==> src/rtl/cfc_pkg.sv <==
package cfc_pkg;
   typedef enum logic [1:0] {
      FN_CARRY = 2'd0,
      FN_MATCH = 2'd1,
      FN_WRAP  = 2'd2,
      FN_INDEX = 2'd3
   } flag_fn_e;

   localparam int CTL_W       = 8;
   localparam int EN_BIT      = 0;
   localparam int IDXLD_BIT   = 1;
   localparam int FN_LSB      = 3;
   localparam int FN_W        = 2;
endpackage

==> src/rtl/cfc_ctl_reg.sv <==
module cfc_ctl_reg
   import cfc_pkg::*;
(
   input  logic             clk,
   input  logic             rst_n,
   input  logic             ctl_wr,
   input  logic [CTL_W-1:0] ctl_data,
   output logic             cnt_en,
   output logic             idx_ld_en,
   output flag_fn_e         fn_sel
);
   logic unused_ctl_bits;
   assign unused_ctl_bits = ^{ctl_data[CTL_W-1:FN_LSB+FN_W], ctl_data[FN_LSB-1:IDXLD_BIT+1]};

   always_ff @(posedge clk) begin
      if (!rst_n) begin
         cnt_en    <= 1'b0;
         idx_ld_en <= 1'b0;
         fn_sel    <= FN_CARRY;
      end else if (ctl_wr) begin
         cnt_en    <= ctl_data[EN_BIT];
         idx_ld_en <= ctl_data[IDXLD_BIT];
         fn_sel    <= flag_fn_e'(ctl_data[FN_LSB +: FN_W]);
      end
   end
endmodule

==> src/rtl/cfc_counter.sv <==
module cfc_counter #(
   parameter int CNT_W  = 25,
   parameter int LOAD_W = 24
) (
   input  logic              clk,
   input  logic              rst_n,
   input  logic              cnt_en,
   input  logic              up_stb,
   input  logic              dn_stb,
   input  logic              cnt_wr,
   input  logic              pre_wr,
   input  logic              idx_load,
   input  logic [LOAD_W-1:0] ld_data,
   output logic [CNT_W-1:0]  count_q,
   output logic              carry_n,
   output logic              borrow_n,
   output logic              ovf_hit,
   output logic              unf_hit,
   output logic              match_next
);
   localparam logic [CNT_W-1:0] CNT_MAX = {CNT_W{1'b1}};
   localparam int PAD_W = CNT_W - LOAD_W;

   logic [LOAD_W-1:0] preset_q, preset_d;
   logic [CNT_W-1:0]  count_d;
   logic              inc, dec, any_load;

   assign inc      = cnt_en & up_stb & ~dn_stb;
   assign dec      = cnt_en & dn_stb & ~up_stb;
   assign any_load = cnt_wr | idx_load;
   assign ovf_hit  = inc & ~any_load & (count_q == CNT_MAX);
   assign unf_hit  = dec & ~any_load & (count_q == '0);
   assign preset_d = pre_wr ? ld_data : preset_q;

   always_comb begin
      if (cnt_wr)        count_d = {{PAD_W{1'b0}}, ld_data};
      else if (idx_load) count_d = {{PAD_W{1'b0}}, preset_q};
      else if (inc)      count_d = count_q + CNT_W'(1);
      else if (dec)      count_d = count_q - CNT_W'(1);
      else               count_d = count_q;
   end

   assign match_next = (count_d == {{PAD_W{1'b0}}, preset_d});

   always_ff @(posedge clk) begin
      if (!rst_n) begin
         count_q  <= '0;
         preset_q <= '0;
         carry_n  <= 1'b1;
         borrow_n <= 1'b1;
      end else begin
         count_q  <= count_d;
         preset_q <= preset_d;
         if (ovf_hit) carry_n  <= ~carry_n;
         if (unf_hit) borrow_n <= ~borrow_n;
      end
   end

   assert_hold_disabled_R2: assert property (@(posedge clk) disable iff (!rst_n)
      (!cnt_en && !cnt_wr && !idx_load) |=> $stable(count_q));
   assert_carry_toggle_R3: assert property (@(posedge clk) disable iff (!rst_n)
      ovf_hit |=> (carry_n != $past(carry_n)) && (count_q == '0));
   assert_carry_steady_R3: assert property (@(posedge clk) disable iff (!rst_n)
      !ovf_hit |=> $stable(carry_n));
   assert_borrow_toggle_R3: assert property (@(posedge clk) disable iff (!rst_n)
      unf_hit |=> (borrow_n != $past(borrow_n)) && (count_q == CNT_MAX));
   assert_load_low_R4: assert property (@(posedge clk) disable iff (!rst_n)
      cnt_wr |=> (count_q[CNT_W-1:LOAD_W] == '0) && (count_q[LOAD_W-1:0] == $past(ld_data)));
endmodule

==> src/rtl/cfc_event_sel.sv <==
module cfc_event_sel
   import cfc_pkg::*;
(
   input  logic     clk,
   input  logic     rst_n,
   input  flag_fn_e fn_sel,
   input  logic     ctl_wr,
   input  logic     ovf_hit,
   input  logic     unf_hit,
   input  logic     match_next,
   input  logic     idx_rise,
   output logic     event_o
);
   logic match_q, raw;

   always_comb begin
      unique case (fn_sel)
         FN_CARRY: raw = ovf_hit;
         FN_MATCH: raw = match_next & ~match_q;
         FN_WRAP:  raw = ovf_hit | unf_hit;
         FN_INDEX: raw = idx_rise;
         default:  raw = 1'b0;
      endcase
   end

   always_ff @(posedge clk) begin
      if (!rst_n) begin
         match_q <= 1'b0;
         event_o <= 1'b0;
      end else begin
         match_q <= match_next;
         event_o <= raw & ~ctl_wr;
      end
   end

   assert_quiet_on_write_R11: assert property (@(posedge clk) disable iff (!rst_n)
      ctl_wr |=> !event_o);
   assert_index_event_R9: assert property (@(posedge clk) disable iff (!rst_n)
      (fn_sel == FN_INDEX && !ctl_wr && idx_rise) |=> event_o);
   assert_no_down_in_carry_R6: assert property (@(posedge clk) disable iff (!rst_n)
      (fn_sel == FN_CARRY && unf_hit) |=> !event_o);
endmodule

==> src/rtl/cfc_chan.sv <==
module cfc_chan
   import cfc_pkg::*;
#(
   parameter int CNT_W  = 25,
   parameter int LOAD_W = 24
) (
   input  logic              clk,
   input  logic              rst_n,
   input  logic              up_stb,
   input  logic              dn_stb,
   input  logic              index_in,
   input  logic [LOAD_W-1:0] ld_data,
   input  logic              cnt_wr,
   input  logic              pre_wr,
   input  logic              ctl_wr,
   input  logic [CTL_W-1:0]  ctl_data,
   output logic [CNT_W-1:0]  count_o,
   output logic              carry_n,
   output logic              borrow_n,
   output logic              event_o
);
   generate
      if (LOAD_W < 1 || LOAD_W >= CNT_W) begin : g_bad_width
         $error("cfc_chan: LOAD_W must be at least 1 and below CNT_W");
      end
      if (FN_LSB + FN_W > CTL_W) begin : g_bad_ctl
         $error("cfc_chan: source field does not fit the control byte");
      end
   endgenerate

   logic     cnt_en, idx_ld_en, idx_q, idx_rise, idx_load;
   logic     ovf_hit, unf_hit, match_next;
   flag_fn_e fn_sel;

   always_ff @(posedge clk) begin
      if (!rst_n) idx_q <= 1'b0;
      else        idx_q <= index_in;
   end

   assign idx_rise = index_in & ~idx_q;
   assign idx_load = idx_rise & idx_ld_en;

   cfc_ctl_reg u_ctl (
      .clk       (clk),
      .rst_n     (rst_n),
      .ctl_wr    (ctl_wr),
      .ctl_data  (ctl_data),
      .cnt_en    (cnt_en),
      .idx_ld_en (idx_ld_en),
      .fn_sel    (fn_sel)
   );

   cfc_counter #(.CNT_W(CNT_W), .LOAD_W(LOAD_W)) u_cnt (
      .clk        (clk),
      .rst_n      (rst_n),
      .cnt_en     (cnt_en),
      .up_stb     (up_stb),
      .dn_stb     (dn_stb),
      .cnt_wr     (cnt_wr),
      .pre_wr     (pre_wr),
      .idx_load   (idx_load),
      .ld_data    (ld_data),
      .count_q    (count_o),
      .carry_n    (carry_n),
      .borrow_n   (borrow_n),
      .ovf_hit    (ovf_hit),
      .unf_hit    (unf_hit),
      .match_next (match_next)
   );

   cfc_event_sel u_evt (
      .clk        (clk),
      .rst_n      (rst_n),
      .fn_sel     (fn_sel),
      .ctl_wr     (ctl_wr),
      .ovf_hit    (ovf_hit),
      .unf_hit    (unf_hit),
      .match_next (match_next),
      .idx_rise   (idx_rise),
      .event_o    (event_o)
   );

   assert_index_priority_R12: assert property (@(posedge clk) disable iff (!rst_n)
      (idx_load && !cnt_wr) |=> (count_o[CNT_W-1:LOAD_W] == '0));
endmodule

==> config.mk <==
export PLATFORM = sky130hd
export DESIGN_NAME = cfc_chan
export DESIGN_NICKNAME = d
export VERILOG_FILES = /design/src/rtl/cfc_pkg.sv /design/src/rtl/cfc_ctl_reg.sv /design/src/rtl/cfc_counter.sv /design/src/rtl/cfc_event_sel.sv /design/src/rtl/cfc_chan.sv
export SDC_FILE = /design/constraint.sdc
export NUM_CORES = 1
export LEC_CHECK = 0
export ABC_AREA = 1
export BUFFER_PORTS_ARGS = -buffer_cell sky130_fd_sc_hd__clkbuf_2
export CAP_MARGIN = 20
export CELL_PAD_IN_SITES_DETAIL_PLACEMENT = 1
export CELL_PAD_IN_SITES_GLOBAL_PLACEMENT = 1
export CORE_ASPECT_RATIO = 1.5
export CORE_UTILIZATION = 35
export DETAILED_ROUTE_END_ITERATION = 10
export PLACE_DENSITY = 0.71
export SKIP_CTS_REPAIR_TIMING = 1
export SLEW_MARGIN = 15
export SYNTH_ARGS = -nofsm -noshare
export SYNTH_HDL_FRONTEND = slang
export SYNTH_SLANG_ARGS = --single-unit
==> constraint.sdc <==
create_clock -name clk -period 2.5 [get_ports clk]
set_clock_uncertainty 0.05 [all_clocks]
set_input_delay 0.5 -clock clk [delete_from_list [all_inputs] [get_ports clk]]
set_output_delay 0.5 -clock clk [all_outputs]
set_load 0.02 [all_outputs]
==> results.json, run 1 <==
{
  "initial_core_util_pct": 36.3,
  "synth.area.mux_share_pct": 0,
  "antenna_cells": 0,
  "ys_ff_latch": 58,
  "worstSkewPairLatency_ps": 340,
  "synth-seq-area-share_pct": 27.6,
  "required_ps": 2720,
  "yosys.area_share.simple_pct": 49.7,
  "gp_congestion": 0.888,
  "p_sw_mw": 1.06,
  "crit_end": "u_evt.event_o",
  "synthCells": 755,
  "num_rows": 48,
  "fp.dieW_um": 91.5,
  "synth-xor-area-share_pct": 0,
  "grt_setup_unrepaired": "true",
  "tightest_slew_ps": 463,
  "rrSetupSlack_ps": 90,
  "cts_max_level": 3,
  "worstSetupPathType": "reg -> reg",
  "power.density_nw_per_um2": 531,
  "vias": 5375,
  "finalSetupTns_ps": 0,
  "period_minus_slack_ps": 2410,
  "io_buffers": 63,
  "synth_adder_area_share_pct": 0.595,
  "grt.overflow.total": 0,
  "intPower_mw": 2.08,
  "syn_area_um2": 4210,
  "drtIter0Drc": 178,
  "track_usage_pct": 27.6,
  "drt-pass1-iter-count": 4,
  "layout_worst_path_cycle_share_pct": 96.5,
  "die_h_um": 136,
  "syn_nets": 797,
  "grt_pass1_wl_mm": 26.7,
  "core_um2": 11600,
  "synth_top_family_by_area": "simple AND/OR/NAND/NOR gates",
  "relSlewSlack_pct": 68.9,
  "worstSetupStartpoint": "u_cnt.count_q[1]",
  "cts.sinks": 58,
  "pwr-share-seq_pct": 33.7,
  "drv_slew": 0,
  "die_area_um2": 12500,
  "p_leak_nw": 2.97,
  "r2r-end": "u_evt.event_o",
  "start_kind": "flop",
  "worstPathMaxFanout": 4,
  "antenna_found_initial": 0,
  "synth_cell_types": 30,
  "areaGrowthSynthToFinish_pct": 40.5,
  "cts_tree": "yes",
  "p_comb_share_pct": 26.1,
  "root_buffer": "clkbuf_16",
  "drive_gt1_share_pct": 31.1,
  "layout.cells.most_common_list": "nand2_1 (202), nor2_1 (99), inv_1 (94), nand3_1 (73), clkbuf_2 (63)",
  "grt_pass1_vias": 5632,
  "arrival_ps": 2640,
  "hold-worst-slack_ps": 336,
  "r2r_cells": 19,
  "synth_compound_area_share_pct": 10.6,
  "outcome": "finished, final reports clean",
  "final_util_pct": 51.0,
  "grt_max_degree": 53,
  "hp-class": "in -> reg",
  "r2r-start": "u_cnt.count_q[1]",
  "wirelength_mm": 17.3,
  "path_clk_slew_ps": 60,
  "p_total_mw": 3.14,
  "cts.path.max_buffers": 2,
  "setup_violations": 0,
  "maxCapViolCount": 0,
  "ant_nets": 0,
  "fmax_mhz": 415,
  "yosys_warnings": 0,
  "p_clk_share_pct": 40.2,
  "syn_avg_cell_area_um2": 5.57,
  "final_nets": 924,
  "cts_buffers": 9,
  "dp_hpwl_mm": 13.1,
  "fillers": 1634,
  "post-route-drc-count": 0,
  "critPathCaptureType": "flop",
  "ios": 68,
  "wl_per_cell_um": 16.7,
  "max-vdd-ir-drop_v": 0.000334,
  "final_common_cell": "nand2_1",
  "vias_per_cell": 5.18,
  "netSwitchingFraction_pct": 33.9,
  "hold_viol_final": 0
}
power by group through the flow:
stage | Combinational, mW | Clock, mW | Sequential (mW)
finish | 0.821 | 1.26 | 1.06
global route | 0.908 | 1.32 | 1.07
CTS | 0.742 | 1.27 | 1.05
detailed placement | 0.736 | 0 | 1.07
global placement | 0.703 | 0 | 1.07
floorplan | 0.393 | 0 | 1.09
cell type report:
class	count	area (um2)	area share, %
Multi-Input combinational cell	573	2850	48.3
Sequential cell	58	1180	19.9
Timing Repair Buffer	139	1010	17.1
Inverter	101	382	6.46
Clock buffer	10	229	3.87
Tap cell	150	188	3.18
Clock inverter	6	67.6	1.14
through the flow:
step	cell area (um2)	setup WS [ps]	std cells
2_1_floorplan	4210	290	755
3_3_place_gp	5120	-71.0	1004
3_5_place_dp	5120	-139	1004
4_1_cts	5420	-99.7	1020
5_1_grt	5910	-58.0	1037
6_report	5910	88.0	1037
Yosys cell counts:
cell type  instances  area, um2
nand2_1          236        886
nor2_1           110        413
inv_1             98        368
nand3_1           86        430
dfxtp_1           58       1160
o21ai_0           39        195
a21oi_1           35        175
or2_2             20        125
clkbuf_1          15       56.3
nand4_1            8       50.1
nand3b_1           7       52.6
nor2_2             7       43.8
nand2_2            5       31.3
buf_2              4       20.0
o21ai_1            4       20.0
nand3_2            3       30.0
buf_4              2       15.0
ha_1               2       25.0
inv_2              2       7.51
nor3_1             2       10.0
o211ai_1           2       15.0
o21ai_2            2       17.5
and2_1             1       6.26
buf_1              1       3.75
buf_6              1       11.3
clkinv_1           1       3.75
nor2_4             1       11.3
o22ai_1            1       6.26
o311ai_0           1       8.76
o41ai_1            1       8.76
per-layer routing:
| layer | part of all wire (%) | wire (um) | GRT usage [%] |
|---|---|---|---|
| met3 | 2.6 | 453 | 4.59 |
| met2 | 56 | 9670 | 54.6 |
| met5 | 0 | 0 | 0 |
| met4 | 5.1 | 890 | 16.2 |
| met1 | 36 | 6270 | 26.4 |
worst min-delay path by stage:
stage	startpoint	to	slack (ps)	depth (start not counted)
after floorplan	u_ctl.idx_ld_en	u_ctl.idx_ld_en	380	2
after global placement	u_ctl.idx_ld_en	u_ctl.idx_ld_en	400	2
after detailed placement	u_ctl.idx_ld_en	u_ctl.idx_ld_en	410	2
after CTS	ctl_data[0]	u_ctl.cnt_en	340	3
after global routing	ctl_data[0]	u_ctl.cnt_en	370	3
final	ctl_data[0]	u_ctl.cnt_en	340	3
registers in the layout, indices dropped and copies added, names as in the netlist:
signal,cells
u_ctl.fn_sel,2
u_evt.event_o,1
u_cnt.borrow_n,1
u_cnt.count_q,25
u_evt.match_q,1
u_ctl.idx_ld_en,1
u_cnt.preset_q,24
u_cnt.carry_n,1
u_ctl.cnt_en,1
idx_q,1
worst max-delay path, cell delays in order (launching register included):
cell and delay (ps):
dfxtp_2 350, inv_2 90, buf_4 130, nand2_1 70
nor2_2 130, nand2_4 100, buf_12 140, nand2_4 80
nand3_2 60, nand3_2 80, nand2_2 70, nand2_1 80
nand2_1 90, a21oi_2 150, nand2_1 90, nor2_2 160
nand2_1 90, nor2_2 120, nand4_1 90, a21oi_1 120
logic make-up after synthesis:
| family | after synthesis |
|---|---|
| and+or+nand+nor | 486 |
| adders and majority gates | 2 |
| DFF | 58 |
| AOI/OAI and AO/OA | 85 |
| buffers and inverters | 124 |
No activity file was read; power rests on OpenSTA's default activity.
==> inputs of run 2 (changes only) <==
==> constraint.sdc (replaced) <==
create_clock -name clk -period 2.5 [get_ports clk]
set_clock_uncertainty 0.05 [all_clocks]
set_input_delay 0 -clock clk [delete_from_list [all_inputs] [get_ports clk]]
set_output_delay 0 -clock clk [all_outputs]
set_load 0.02 [all_outputs]
==> run 2 against run 1 <==
  * The run now ends with hold timing left
  * Maximum frequency rose by 0.29%
  * Core utilization down 0.44 points
  * Clock power is 11% higher
  * Sequential power barely moved
  * Hold slack lost 370 ps
  * Critical path depth fell by 3
  * Count of clock-buffer cells in the layout up 2
  * Via count down 0.43%
  * Largest power group unchanged
==> results.json, run 2 (synthesized netlist as in run 1, its figures left out) <==
{
  "max-vdd-ir-drop_v": 0.000347,
  "layout.cells.most_common_list": "nand2_1 (211), nor2_1 (97), inv_1 (95), nand3_1 (72), clkbuf_2 (63)",
  "layout_worst_path_cycle_share_pct": 96.2,
  "wirelength_mm": 17.5,
  "p_sw_mw": 1.04,
  "start_kind": "flop",
  "post-route-drc-count": 0,
  "cts_max_level": 3,
  "grt.overflow.total": 0,
  "cts_buffers": 9,
  "netSwitchingFraction_pct": 32.0,
  "final_nets": 916,
  "arrival_ps": 2620,
  "place_area_um2": 4920,
  "outcome": "finished with violations",
  "root_buffer": "clkbuf_16",
  "initial_core_util_pct": 36.3,
  "drtIter0Drc": 218,
  "grt_max_degree": 27,
  "die_h_um": 136,
  "relSlewSlack_pct": 59.6,
  "ios": 68,
  "cts.sinks": 58,
  "io_buffers": 63,
  "worstSetupPathType": "reg -> reg",
  "required_ps": 2720,
  "post-place-cells": 984,
  "pwr-share-seq_pct": 32.7,
  "largest-register": "u_cnt.count_q",
  "intPower_mw": 2.21,
  "fmax_mhz": 416,
  "antenna_cells": 0,
  "p_clk_share_pct": 42.9,
  "hold_viol_final": 7,
  "vias": 5352,
  "core_um2": 11600,
  "power.density_nw_per_um2": 555,
  "drive_gt1_share_pct": 28.1,
  "cts_tree": "yes",
  "preCtsSetupSlack_ps": -86.9,
  "worstPathMaxFanout": 5,
  "hold-worst-slack_ps": -34.2,
  "fin_cells": 1029,
  "critPathCaptureType": "flop",
  "gp_congestion": 0.918,
  "setup_slack_ps": 95.1,
  "p_comb_share_pct": 24.4,
  "fp.dieW_um": 91.5,
  "areaGrowthSynthToFinish_pct": 39.3,
  "worstSkewPairLatency_ps": 340,
  "maxCapViolCount": 0,
  "period_minus_slack_ps": 2400,
  "grt_pass1_wl_mm": 25.7,
  "grt_setup_unrepaired": "true",
  "path_clk_slew_ps": 50,
  "die_area_um2": 12500,
  "grt_pass1_vias": 5320,
  "stdcell_area_um2": 5860,
  "wl_per_cell_um": 17.0,
  "drv_slew": 0,
  "violations": "hold timing",
  "track_usage_pct": 27.0,
  "drt-pass1-iter-count": 4,
  "antenna_found_initial": 0,
  "dp_hpwl_mm": 13.0,
  "ant_nets": 0,
  "reg_top3": "u_cnt.count_q: 25 flops, u_cnt.preset_q: 24 flops, u_ctl.fn_sel: 2 flops",
  "vias_per_cell": 5.20,
  "p_leak_nw": 2.93,
  "p_total_mw": 3.25,
  "final_common_cell": "nand2_1",
  "cts.path.max_buffers": 2,
  "hp-class": "in -> reg",
  "num_rows": 48,
  "largest_register_ff_count": 25,
  "tightest_slew_ps": 602,
  "setup_violations": 0
}
==> run 2: changes by cell type in the layout (fill, tap and decap cells not counted), sizes merged <==
cell,delta
clkinvlp,-2
clkbuf,+1
dlygate4sd3,+12
bufinv,+1
buf,-19
clkinv,-1
==> run 2: worst paths after layout <==
path	startpoint	slack (ps)	cells past startpoint	to
hold / removal	rst_n	-30	3	u_evt.event_o
hold reg to reg	u_cnt.borrow_n	440	1	u_cnt.borrow_n
setup reg to reg	u_cnt.count_q[10]	100	16	u_evt.event_o
setup / recovery	u_cnt.count_q[10]	100	16	u_evt.event_o
==> run 2: stage by stage <==
step | setup TNS, ps | util, %
final | 0 | 50.6
after global routing | -146 | 50.6
after CTS | -165 | 45.3
after detailed placement | -134 | 42.5
after global placement | -26.7 | 42.5
after floorplan | 0 | -
==> run 2: worst max-delay path, cell delays in order (launching register included) <==
cell and delay (ps):
dfxtp_1 480, nand2_1 90, nor2_1 210, nand2_1 150, nor2_4 190, buf_6 120, buf_4 90, nand4_1 80
nand3b_1 100, a21oi_1 50, nor2_1 110, nand3_1 90, nor2_2 90, nand2_1 60, nor2_2 120, nand4_1 100
a21oi_1 140
==> run 2: power by group through the flow <==
stage	clock network, mW	registers (mW)	logic [mW]
2_1_floorplan	0	1.09	0.393
3_3_place_gp	0	1.07	0.675
3_5_place_dp	0	1.07	0.697
4_1_cts	1.42	1.05	0.704
5_1_grt	1.45	1.07	0.882
6_report	1.40	1.06	0.795
==> run 2: routing by layer <==
layer	vias to the layer above	global-route usage, %	wire length [um]
li1	2613	-	-
met4	0	17.5	1120
met3	63	5.65	571
met2	117	52.5	9510
met5	-	0	0
met1	2559	25.1	6260
==> run 2: area by class of cell <==
| type | instances | area, um2 |
|---|---|---|
| fillers | 1636 | 5730 |
| multi-input cells | 573 | 2870 |
| flip-flops and latches | 58 | 1180 |
| repair buffers | 131 | 912 |
| inverters | 101 | 384 |
| clock buffers | 12 | 256 |
| well taps | 150 | 188 |
| clock inverters | 4 | 73.8 |
